==> src/rtl/cec_host_pkg.sv <==
package cec_host_pkg;
  localparam int IDX_W = 5;

  typedef struct packed {
    logic regWr;
    logic regRd;
    logic bufWr;
    logic bufRd;
    logic zeroRd;
    logic loadRx;
    logic [IDX_W-1:0] idx;
  } ctrlStrobe_t;
endpackage

==> src/rtl/cec_host_dpath.sv <==
module cec_host_dpath
  import cec_host_pkg::*;
#(
  parameter int FRAME_MAX = 19,
  parameter int PTR_W = 5,
  parameter int MAX_RETRY = 5,
  localparam int PARAM_MAX = FRAME_MAX - 2,
  localparam int NP_W = $clog2(PARAM_MAX + 1)
) (
  input  logic clk,
  input  logic rstN,
  input  ctrlStrobe_t st,
  input  logic [PTR_W-1:0] ptr,
  input  logic [7:0] wrData,
  input  logic [3:0] rxDest,
  input  logic [7:0] rxOpcode,
  input  logic [NP_W-1:0] rxNumParams,
  input  logic [PARAM_MAX*8-1:0] rxParams,
  output logic [7:0] rdData,
  output logic rxHit,
  output logic [7:0] frameLen,
  output logic errEn,
  output logic intPol,
  output logic [2:0] retryCount,
  output logic [FRAME_MAX*8-1:0] txFrame
);
  localparam logic [PTR_W-1:0] MASK_HI_ADDR = PTR_W'(4);
  localparam logic [PTR_W-1:0] MASK_LO_ADDR = PTR_W'(5);
  localparam logic [PTR_W-1:0] CFG_ADDR = PTR_W'(6);

  logic [6:0] maskHi;
  logic [7:0] maskLo;
  logic [4:0] cfg;
  logic [7:0] frameBuf [FRAME_MAX];
  logic [7:0] rxImage [FRAME_MAX];
  logic [NP_W-1:0] nClamp;
  logic [15:0] acceptVec;

  // Broadcast address 15 sits above the mask and is always taken
  assign acceptVec = {1'b1, maskHi, maskLo};
  assign rxHit = acceptVec[rxDest];

  assign errEn = cfg[4];
  assign intPol = cfg[3];
  assign retryCount = (cfg[2:0] > 3'(MAX_RETRY)) ? 3'(MAX_RETRY) : cfg[2:0];
  assign frameLen = frameBuf[0];

  assign nClamp = (rxNumParams > NP_W'(PARAM_MAX)) ? NP_W'(PARAM_MAX) : rxNumParams;

  always_comb begin
    rxImage[0] = 8'(nClamp) + 8'd2;
    rxImage[1] = rxOpcode;
    for (int i = 0; i < PARAM_MAX; i++) begin
      rxImage[i+2] = (i < int'(nClamp)) ? rxParams[i*8 +: 8] : 8'h00;
    end
  end

  always_ff @(posedge clk) begin
    if (!rstN) begin
      maskHi <= '0;
      maskLo <= '0;
      cfg <= 5'b00101;
    end else if (st.regWr) begin
      case (ptr)
        MASK_HI_ADDR: maskHi <= wrData[6:0];
        MASK_LO_ADDR: maskLo <= wrData;
        CFG_ADDR: cfg <= wrData[4:0];
        default: ;
      endcase
    end
  end

  always_ff @(posedge clk) begin
    if (!rstN) begin
      for (int i = 0; i < FRAME_MAX; i++) frameBuf[i] <= '0;
    end else if (st.loadRx) begin
      for (int i = 0; i < FRAME_MAX; i++) frameBuf[i] <= rxImage[i];
    end else if (st.bufWr) begin
      frameBuf[st.idx] <= wrData;
    end
  end

  always_ff @(posedge clk) begin
    if (!rstN) begin
      rdData <= '0;
    end else if (st.bufRd) begin
      rdData <= frameBuf[st.idx];
    end else if (st.zeroRd) begin
      rdData <= '0;
    end else if (st.regRd) begin
      case (ptr)
        MASK_HI_ADDR: rdData <= {1'b0, maskHi};
        MASK_LO_ADDR: rdData <= maskLo;
        CFG_ADDR: rdData <= {3'b000, cfg};
        default: rdData <= '0;
      endcase
    end
  end

  for (genvar g = 0; g < FRAME_MAX; g++) begin : gTx
    assign txFrame[g*8 +: 8] = frameBuf[g];
  end

  AST_RETRY_CAP: assert property (@(posedge clk) disable iff (!rstN)
    retryCount <= 3'(MAX_RETRY));
  AST_CFG_TOP_ZERO: assert property (@(posedge clk) disable iff (!rstN)
    st.regRd && ptr == CFG_ADDR |=> rdData[7:5] == 3'b000);
  AST_LOAD_COUNT: assert property (@(posedge clk) disable iff (!rstN)
    st.loadRx |=> frameBuf[0] >= 8'd2);
endmodule

==> src/rtl/cec_host_ctrl.sv <==
module cec_host_ctrl
  import cec_host_pkg::*;
#(
  parameter int FRAME_MAX = 19,
  parameter int PTR_W = 5,
  parameter int DATA_BASE = 7
) (
  input  logic clk,
  input  logic rstN,
  input  logic ptrWr,
  input  logic [PTR_W-1:0] ptrData,
  input  logic wrEn,
  input  logic [7:0] wrData,
  input  logic rdEn,
  input  logic rxValid,
  input  logic rxHit,
  input  logic [7:0] frameLen,
  input  logic errEn,
  output ctrlStrobe_t st,
  output logic [PTR_W-1:0] ptr,
  output logic intActive,
  output logic errFlag,
  output logic txValid,
  output logic rxAck
);
  localparam logic [PTR_W-1:0] BASE = PTR_W'(DATA_BASE);
  localparam logic [PTR_W-1:0] LIMIT = PTR_W'(DATA_BASE + FRAME_MAX);

  logic wrSeq, wrSeqN, rdSeq, rdSeqN, intN;
  logic [7:0] wrCnt, wrCntN, wrLen, wrLenN, rdCnt, rdCntN;
  logic [PTR_W-1:0] ptrN, idx;
  logic inData, doWr, doRd, rxTake, errNow, commitNow;

  assign inData = (ptr >= BASE) && (ptr < LIMIT);
  assign idx = ptr - BASE;
  assign doWr = !ptrWr && wrEn;
  assign doRd = !ptrWr && !wrEn && rdEn;
  assign rxTake = rxValid && rxHit;

  always_comb begin
    st = '0;
    st.idx = IDX_W'(idx);
    wrSeqN = wrSeq;
    wrCntN = wrCnt;
    wrLenN = wrLen;
    rdSeqN = rdSeq;
    rdCntN = rdCnt;
    intN = intActive;
    errNow = 1'b0;
    commitNow = 1'b0;
    ptrN = ptr;

    if (ptrWr) begin
      ptrN = ptrData;
      if (wrSeq) errNow = 1'b1;
      wrSeqN = 1'b0;
      rdSeqN = 1'b0;
    end else if (doWr) begin
      ptrN = ptr + 1'b1;
      if (!inData) begin
        st.regWr = 1'b1;
      end else if (!rxTake) begin
        if (idx == '0) begin
          if (wrData >= 8'd2 && wrData <= 8'(FRAME_MAX)) begin
            st.bufWr = 1'b1;
            wrSeqN = 1'b1;
            wrCntN = 8'd1;
            wrLenN = wrData;
            rdSeqN = 1'b0;
          end else begin
            errNow = 1'b1;
            wrSeqN = 1'b0;
          end
        end else if (wrSeq && 8'(idx) == wrCnt) begin
          st.bufWr = 1'b1;
          wrCntN = wrCnt + 8'd1;
          if (wrCnt + 8'd1 == wrLen) begin
            commitNow = 1'b1;
            wrSeqN = 1'b0;
          end
        end else begin
          errNow = 1'b1;
          wrSeqN = 1'b0;
        end
      end
    end else if (doRd) begin
      ptrN = ptr + 1'b1;
      if (!inData) begin
        st.regRd = 1'b1;
      end else if (rxTake) begin
        st.zeroRd = 1'b1;
      end else if (idx == '0) begin
        st.bufRd = 1'b1;
        rdSeqN = 1'b1;
        rdCntN = 8'd1;
        if (frameLen <= 8'd1) begin
          intN = 1'b0;
          rdSeqN = 1'b0;
        end
      end else if (rdSeq && 8'(idx) == rdCnt) begin
        st.bufRd = 1'b1;
        rdCntN = rdCnt + 8'd1;
        if (8'(idx) + 8'd1 == frameLen) begin
          intN = 1'b0;
          rdSeqN = 1'b0;
        end
      end else begin
        st.zeroRd = 1'b1;
        errNow = 1'b1;
        rdSeqN = 1'b0;
      end
    end

    // An accepted message takes the buffer and overrides any sequence
    if (rxTake) begin
      st.loadRx = 1'b1;
      if (wrSeq) errNow = 1'b1;
      wrSeqN = 1'b0;
      rdSeqN = 1'b0;
      intN = 1'b1;
    end
  end

  always_ff @(posedge clk) begin
    if (!rstN) begin
      ptr <= '0;
      wrSeq <= 1'b0;
      wrCnt <= '0;
      wrLen <= '0;
      rdSeq <= 1'b0;
      rdCnt <= '0;
      intActive <= 1'b0;
      errFlag <= 1'b0;
      txValid <= 1'b0;
      rxAck <= 1'b0;
    end else begin
      ptr <= ptrN;
      wrSeq <= wrSeqN;
      wrCnt <= wrCntN;
      wrLen <= wrLenN;
      rdSeq <= rdSeqN;
      rdCnt <= rdCntN;
      intActive <= intN;
      errFlag <= errNow && errEn;
      txValid <= commitNow;
      rxAck <= rxTake;
    end
  end

  AST_NO_FRAG_WRITE: assert property (@(posedge clk) disable iff (!rstN)
    doWr && inData && idx != '0 && !wrSeq |-> !st.bufWr);
  AST_INT_ON_ACCEPT: assert property (@(posedge clk) disable iff (!rstN)
    rxValid && rxHit |=> intActive);
  AST_TX_AFTER_WRITE: assert property (@(posedge clk) disable iff (!rstN)
    txValid |-> $past(wrEn));
  AST_PTR_STEP: assert property (@(posedge clk) disable iff (!rstN)
    (wrEn || rdEn) && !ptrWr |=> ptr == PTR_W'($past(ptr) + 1'b1));
endmodule

==> src/rtl/cec_host_regs.sv <==
module cec_host_regs
  import cec_host_pkg::*;
#(
  parameter int FRAME_MAX = 19,
  parameter int PTR_W = 5,
  parameter int DATA_BASE = 7,
  parameter int MAX_RETRY = 5,
  localparam int PARAM_MAX = FRAME_MAX - 2,
  localparam int NP_W = $clog2(PARAM_MAX + 1)
) (
  input  logic clk,
  input  logic rstN,
  input  logic ptrWr,
  input  logic [PTR_W-1:0] ptrData,
  input  logic wrEn,
  input  logic [7:0] wrData,
  input  logic rdEn,
  output logic [7:0] rdData,
  input  logic rxValid,
  input  logic [3:0] rxDest,
  input  logic [7:0] rxOpcode,
  input  logic [NP_W-1:0] rxNumParams,
  input  logic [PARAM_MAX*8-1:0] rxParams,
  output logic rxAck,
  output logic intOut,
  output logic errFlag,
  output logic [2:0] retryCount,
  output logic txValid,
  output logic [FRAME_MAX*8-1:0] txFrame
);
  ctrlStrobe_t st;
  logic [PTR_W-1:0] ptr;
  logic rxHit, errEn, intPol, intActive;
  logic [7:0] frameLen;

  cec_host_ctrl #(.FRAME_MAX(FRAME_MAX), .PTR_W(PTR_W), .DATA_BASE(DATA_BASE)) uCtrl (
    .clk(clk), .rstN(rstN), .ptrWr(ptrWr), .ptrData(ptrData), .wrEn(wrEn),
    .wrData(wrData), .rdEn(rdEn), .rxValid(rxValid), .rxHit(rxHit),
    .frameLen(frameLen), .errEn(errEn), .st(st), .ptr(ptr),
    .intActive(intActive), .errFlag(errFlag), .txValid(txValid), .rxAck(rxAck)
  );

  cec_host_dpath #(.FRAME_MAX(FRAME_MAX), .PTR_W(PTR_W), .MAX_RETRY(MAX_RETRY)) uDpath (
    .clk(clk), .rstN(rstN), .st(st), .ptr(ptr), .wrData(wrData),
    .rxDest(rxDest), .rxOpcode(rxOpcode), .rxNumParams(rxNumParams),
    .rxParams(rxParams), .rdData(rdData), .rxHit(rxHit), .frameLen(frameLen),
    .errEn(errEn), .intPol(intPol), .retryCount(retryCount), .txFrame(txFrame)
  );

  assign intOut = intPol ? intActive : !intActive;

  AST_BCAST_ACK: assert property (@(posedge clk) disable iff (!rstN)
    rxValid && rxDest == 4'hF |=> rxAck);
  AST_ERR_GATED: assert property (@(posedge clk) disable iff (!rstN)
    errFlag |-> $past(errEn));
endmodule

==> config.mk <==
export PLATFORM = sky130hd
export DESIGN_NAME = cec_host_regs
export DESIGN_NICKNAME = d
export VERILOG_FILES = /design/src/rtl/cec_host_pkg.sv /design/src/rtl/cec_host_dpath.sv /design/src/rtl/cec_host_ctrl.sv /design/src/rtl/cec_host_regs.sv
export SDC_FILE = /design/constraint.sdc
export NUM_CORES = 1
export LEC_CHECK = 0
export BUFFER_PORTS_ARGS = -buffer_cell sky130_fd_sc_hd__buf_2
export CELL_PAD_IN_SITES_DETAIL_PLACEMENT = 0
export CELL_PAD_IN_SITES_GLOBAL_PLACEMENT = 1
export CORE_ASPECT_RATIO = 1.2
export CORE_MARGIN = 4
export CORE_UTILIZATION = 35
export CTS_BUF_LIST = sky130_fd_sc_hd__clkbuf_16
export DETAILED_ROUTE_END_ITERATION = 8
export PLACE_DENSITY_LB_ADDON = 0.15
export SLEW_MARGIN = 5
export SYNTH_ARGS = -nofsm -noshare
export SYNTH_HDL_FRONTEND = slang
export SYNTH_SLANG_ARGS = --single-unit
==> constraint.sdc <==
create_clock -name clk -period 9.78 [get_ports clk]
set_input_delay 2.445 -clock clk [delete_from_list [all_inputs] [get_ports clk]]
set_output_delay 2.445 -clock clk [all_outputs]
set_load 0.01 [all_outputs]
== After elaboration in Yosys (flattened, before gate mapping) ==
Memory sizes are Yosys's and may differ from the RTL's.
Cells that the tools add are included.
W data, S select, Z words.
Word-level totals
  flip-flop bits (word level): 63
  latch bits: 0
  bits in writable memories: 152
  ROM bits: 0
  output and inout port bits: 167
  word-level logic and storage cells: 240
  memories: 1
Memory list
  uDpath.frameBuf: depth 19, width 8, read ports 20, clocked after Yosys merged registers in 0, write ports 19, RTL line cec_host_dpath.sv:34  | logic [7:0] frameBuf [FRAME_MAX];
Operators by class
  add/subtract/negate cells: 6
  $mul: 0
  divide/modulo/power cells: 0
  order comparisons: 25
  eq/ne operators: 15
  shift operators: 0
  muxes and demuxes: 120
  bitwise operators: 25
  reductions and logical operators: 34
Operators with widths (number)
  $mux W8: 45
  $mux W1: 63
  $lt A4 B5 Y1 const A: 8
  $mux W5: 6
  $pmux W8 S3: 1
  $lt A3 B5 Y1 const A: 4
  $or A1 B1 Y1: 19
  $reduce_and A6 Y1: 3
  $add A8 B1 Y8 const B: 2
  $eq A5 B8 Y1: 2
  $eq A8 B8 Y1: 2
  $eq A5 B3 Y1 const B: 3
  $reduce_bool A3 Y1: 4
  $lt A1 B5 Y1 const A: 2
  $lt A2 B5 Y1 const A: 2
  $reduce_bool A2 Y1: 5
  $logic_and A1 B1 Y1: 9
  $ge A8 B2 Y1 const B: 1
  $le A8 B1 Y1 const B: 1
  $le A8 B5 Y1 const B: 1
  $ne A2 B2 Y1 const B: 4
  $reduce_or A8 Y1: 1
  $reduce_and A7 Y1: 1
  $reduce_or A7 Y1: 1
  23 further kinds: 35

== Depth between registers and ports, before layout ==
  depth after elaboration: 16
  gate-level depth with buffers: 15
  gate-level depth less buffers: 10

== Cells and area by module ==
From an unflattened synthesis, not the netlist that was laid out.
Unflattened totals
  cells, all modules: 1287
  area, all modules: 15985.3 sq um
By module, submodules not included
  cec_host_dpath: times used 1, cells each 996, area each 13442.9 sq um, seq. area each 8247.9 sq um
  cec_host_ctrl: times used 1, cells each 290, area each 2533.7 sq um, seq. area each 700.7 sq um
  cec_host_regs: times used 1, cells each 1, area each 8.8 sq um, seq. area each 0.0 sq um

== Least setup slack after synthesis ==
Ideal clock, no wire load.
  kind: input port to flip-flop
  start point: input rxDest[1]
  end point: memory uDpath.frameBuf[21][0], enable pin
  library setup time: 0.398 ns
  arrival time: 4.717 ns
  setup slack: 4.665 ns
  cell stages on the path: 6
  buffers on the path: 1
  cells stage by stage: buf_2 -> mux4_2 -> mux2i_1 -> o22a_1 -> nand2_1 -> nor4b_1
RTL lines
  from (decl): RTL line cec_host_regs.sv:20  | input logic [3:0] rxDest,
  to (decl): RTL line cec_host_dpath.sv:34

==> results.sh <==
export IMPL_hold_class="reg -> reg"
export IMPL_routedWlPerCell_um=29.40
export IMPL_postCtsSetupRepairBufs=0
export IMPL_yosysSeqAreaShare_pct=56.02
export IMPL_async_reset_ff_share_pct=0
export IMPL_hold_path_depth=1
export IMPL_dp_hpwl_um=51650
export IMPL_gp_congestion=0.8864
export IMPL_yosysWarnings=0
export IMPL_p_leak_uw=0.007396
export IMPL_maxSlewViolCount=0
export IMPL_synth_top_area_share_pct=48.12
export IMPL_rsz0062_at_grt="false"
export IMPL_clock_skew_ns=0.01188
export IMPL_insertion_delay_ns=0.55
export IMPL_rr_worst_depth=10
export IMPL_grt_ovfl_total=0
export IMPL_wl_met2_um=33920
export IMPL_die_w_um=203.0
export IMPL_switching_share_pct=26.59
export IMPL_synth_seq_cells=319
export IMPL_cp_end_kind="register"
export IMPL_startpoint="wrData[4]"
export IMPL_cap_violations=0
export IMPL_postCtsHoldBufs=0
export IMPL_fin_crit_ns=5.932
export IMPL_comb_power_share_pct=12.8
export IMPL_synth_area_leaders="edfxtp_1 (48%), mux4_2 (9.2%), dfxtp_1 (7.9%)"
export IMPL_synthCells=1345
export IMPL_grt_pass1_vias=13300
export IMPL_max_freq_ghz=0.1686
export IMPL_hp_start="uCtrl.rdCnt[7]"
export IMPL_fill_cells=4392
export IMPL_finalHoldViolCount=0
export IMPL_synth_edf_count=256
export IMPL_layout_commonest_cell="buf_2"
export IMPL_cp_required_ns=9.97
export IMPL_postSynthAreaPerCell_um2=11.88
export IMPL_initial_core_util_pct=35.51
export IMPL_dr_first_iter_drc_count=1159
export IMPL_drive_gt1_share_pct=31.77
export IMPL_status="finished, final reports clean"
export IMPL_antenna_found_initial=15
export IMPL_rr_startpoint="uCtrl.ptr[0]"
export IMPL_cts_tree="built"
export IMPL_p_int_uw=2406
export IMPL_cts_max_level=2
export IMPL_wl_met3_um=6059
export IMPL_area_growth_syn_to_layout_pct=22.51
export IMPL_final_setup_viol_count=0
export IMPL_die_h_um=242.0
export IMPL_cts_buffers=36
export IMPL_startpoint_type="input port"
export IMPL_cp_max_fo=26
export IMPL_synth_flop_cell="edfxtp_1"
export IMPL_rows=85
export IMPL_yosysTopAreaCell="edfxtp_1"
export IMPL_fin_crit_sh_pct=60.65
export IMPL_clock_sinks=319
export IMPL_post_cts_resized=0
export IMPL_ant_nets=0
export IMPL_cts_root_buf="clkbuf_16"
export IMPL_synth_cell_types=78
export IMPL_final_cell_mix="buf_2 (338), edfxtp_1 (256), nand2_1 (215)"
export IMPL_dr_max_layer_used="met5"
export IMPL_final_nets=1892
export IMPL_crit_type="in -> reg"
export IMPL_syn_area_um2=15980
export IMPL_p_per_area_nw_per_um2=167.5
export IMPL_switchingPower_uw=871.8
export IMPL_die_area_um2=49140
export IMPL_routed_wl_um=69030
export IMPL_first_pass_iters=7
export IMPL_avgViaCountPerCell=5.605
export IMPL_grtUsageTotal_pct=27.35
export IMPL_clkPwrFrac_pct=39.9
export IMPL_ios=339
export IMPL_port_buffers=338
export IMPL_worst_ir_drop_vdd_v=0.0001054
export IMPL_power_uw=3278
export IMPL_max_slew_margin_rel_pct=23.40
export IMPL_path_clk_slew_ns=0.06
export IMPL_grt_pass1_wl_um=97640
export IMPL_grt_start_max_net_pins=47
export IMPL_worstMarginPinSlew_ns=1.140
export IMPL_setup_tns_final_ns=0
export IMPL_coreArea_um2=44990
export IMPL_critPathArrivalTime_ns=6.12
export IMPL_p_seq_share_pct=47.3
export IMPL_via_count=13160
export IMPL_drt_met1_wl_um=26300
export IMPL_clockBufferDepth=3
export IMPL_drc=0
-- state kept, by name (all words and copies together), names as in the netlist --
register / cells
uDpath.maskHi: 7
uDpath.maskLo: 8
uDpath.rdData: 8
uCtrl.wrSeq: 1
uCtrl.intActive: 1
uCtrl.rdCnt: 8
uCtrl.wrCnt: 8
uCtrl.rxAck: 1
uDpath.cfg: 5
uCtrl.rdSeq: 1
uDpath.frameBuf: 256
uCtrl.txValid: 1
uCtrl.errFlag: 1
uCtrl.wrLen: 8
uCtrl.ptr: 5
-- routing by layer --
metal | vias to the layer above | track usage (%)
met4 | 12 | 9.347
met2 | 732 | 46.69
met3 | 140 | 6.935
met5 | - | 0
li1 | 5751 | -
met1 | 6525 | 33.87
-- final cells by class --
class	count	area, um2	area share (%)
Antenna cell	8	20.02	0.1023
Clock buffer	37	925.9	4.731
Clock inverter	28	187.7	0.9590
Inverter	31	116.4	0.5946
Timing Repair Buffer	372	1947	9.948
Multi-Input combinational cell	944	6660	34.03
Tap cell	609	762.0	3.893
Sequential cell	319	8952	45.74
-- cells by family (layout without fill, tap and decap cells) --
| kind of cell | after synthesis | count (layout) | synth area share [%] |
|---|---|---|---|
| fa+ha+maj | 16 | 16 | 1.253 |
| xor+xnor | 36 | 36 | 2.279 |
| mux | 105 | 105 | 11.69 |
| flops | 319 | 319 | 56.02 |
| simple gates | 438 | 438 | 13.01 |
| other cells | 1 | 43 | 0.02347 |
| buf+inv | 116 | 468 | 3.203 |
| compound gates | 314 | 314 | 12.53 |
-- synth_stat cells, types with 6 or more instances --
master / n
buf_1: 8
dfxtp_1: 63
nor3_1: 18
clkbuf_1: 48
a22oi_1: 17
a21oi_1: 46
xnor2_1: 18
mux4_2: 65
o22ai_1: 12
buf_6: 6
nor2b_1: 27
o221a_2: 7
nand3_1: 22
a2bb2o_1: 7
buf_2: 21
o21ai_0: 107
nand2b_1: 9
and2_1: 11
xor2_1: 14
nor2_1: 62
mux2i_1: 38
nand4_1: 13
edfxtp_1: 256
o21ai_1: 36
nand2_1: 215
ha_1: 16
and3_1: 23
o21ai_2: 29
inv_1: 31
a31oi_1: 10
-- worst paths after layout --
check / to / slack [ns]
min: uCtrl.rdCnt[7] / 0.46
max reg2reg: uDpath.frameBuf[19][2] / 4.23
min reg2reg: uCtrl.rdCnt[7] / 0.46
max: uDpath.frameBuf[19][2] / 3.85
-- through the flow --
| step | hold slack, ns | cells | utilization, % | worst slack (ns) | instance area (um2) |
|---|---|---|---|---|---|
| finish | 0.4561 | 2348 | 43.50 | 3.848 | 19570 |
| detailed placement | 0.4405 | 2275 | 40.97 | 3.469 | 18430 |
| CTS | 0.4604 | 2340 | 43.45 | 4.052 | 19550 |
| global placement | 0.4391 | 2275 | 40.97 | 3.658 | 18430 |
| floorplan | 0.4204 | 1379 | - | 4.665 | 16100 |
| global route | 0.4863 | 2342 | 43.47 | 3.645 | 19560 |
-- power by group through the flow --
| stage | logic (uW) | registers, uW | clock network [uW] |
|---|---|---|---|
| floorplan | 198 | 1570 | 0 |
| global placement | 417 | 1580 | 0 |
| detailed placement | 419 | 1580 | 0 |
| CTS | 421 | 1550 | 1330 |
| global route | 441 | 1550 | 1380 |
| finish | 419 | 1550 | 1310 |
-- critical path: stages --
cell and delay, ns:
buf_2 0.50, or4_1 0.20, nand3_1 0.18, a211oi_4 0.35, a21oi_2 0.13, nor2_1 0.79
nand3_1 0.74, nor2_1 0.76
(Power assumes the default switching activity.)
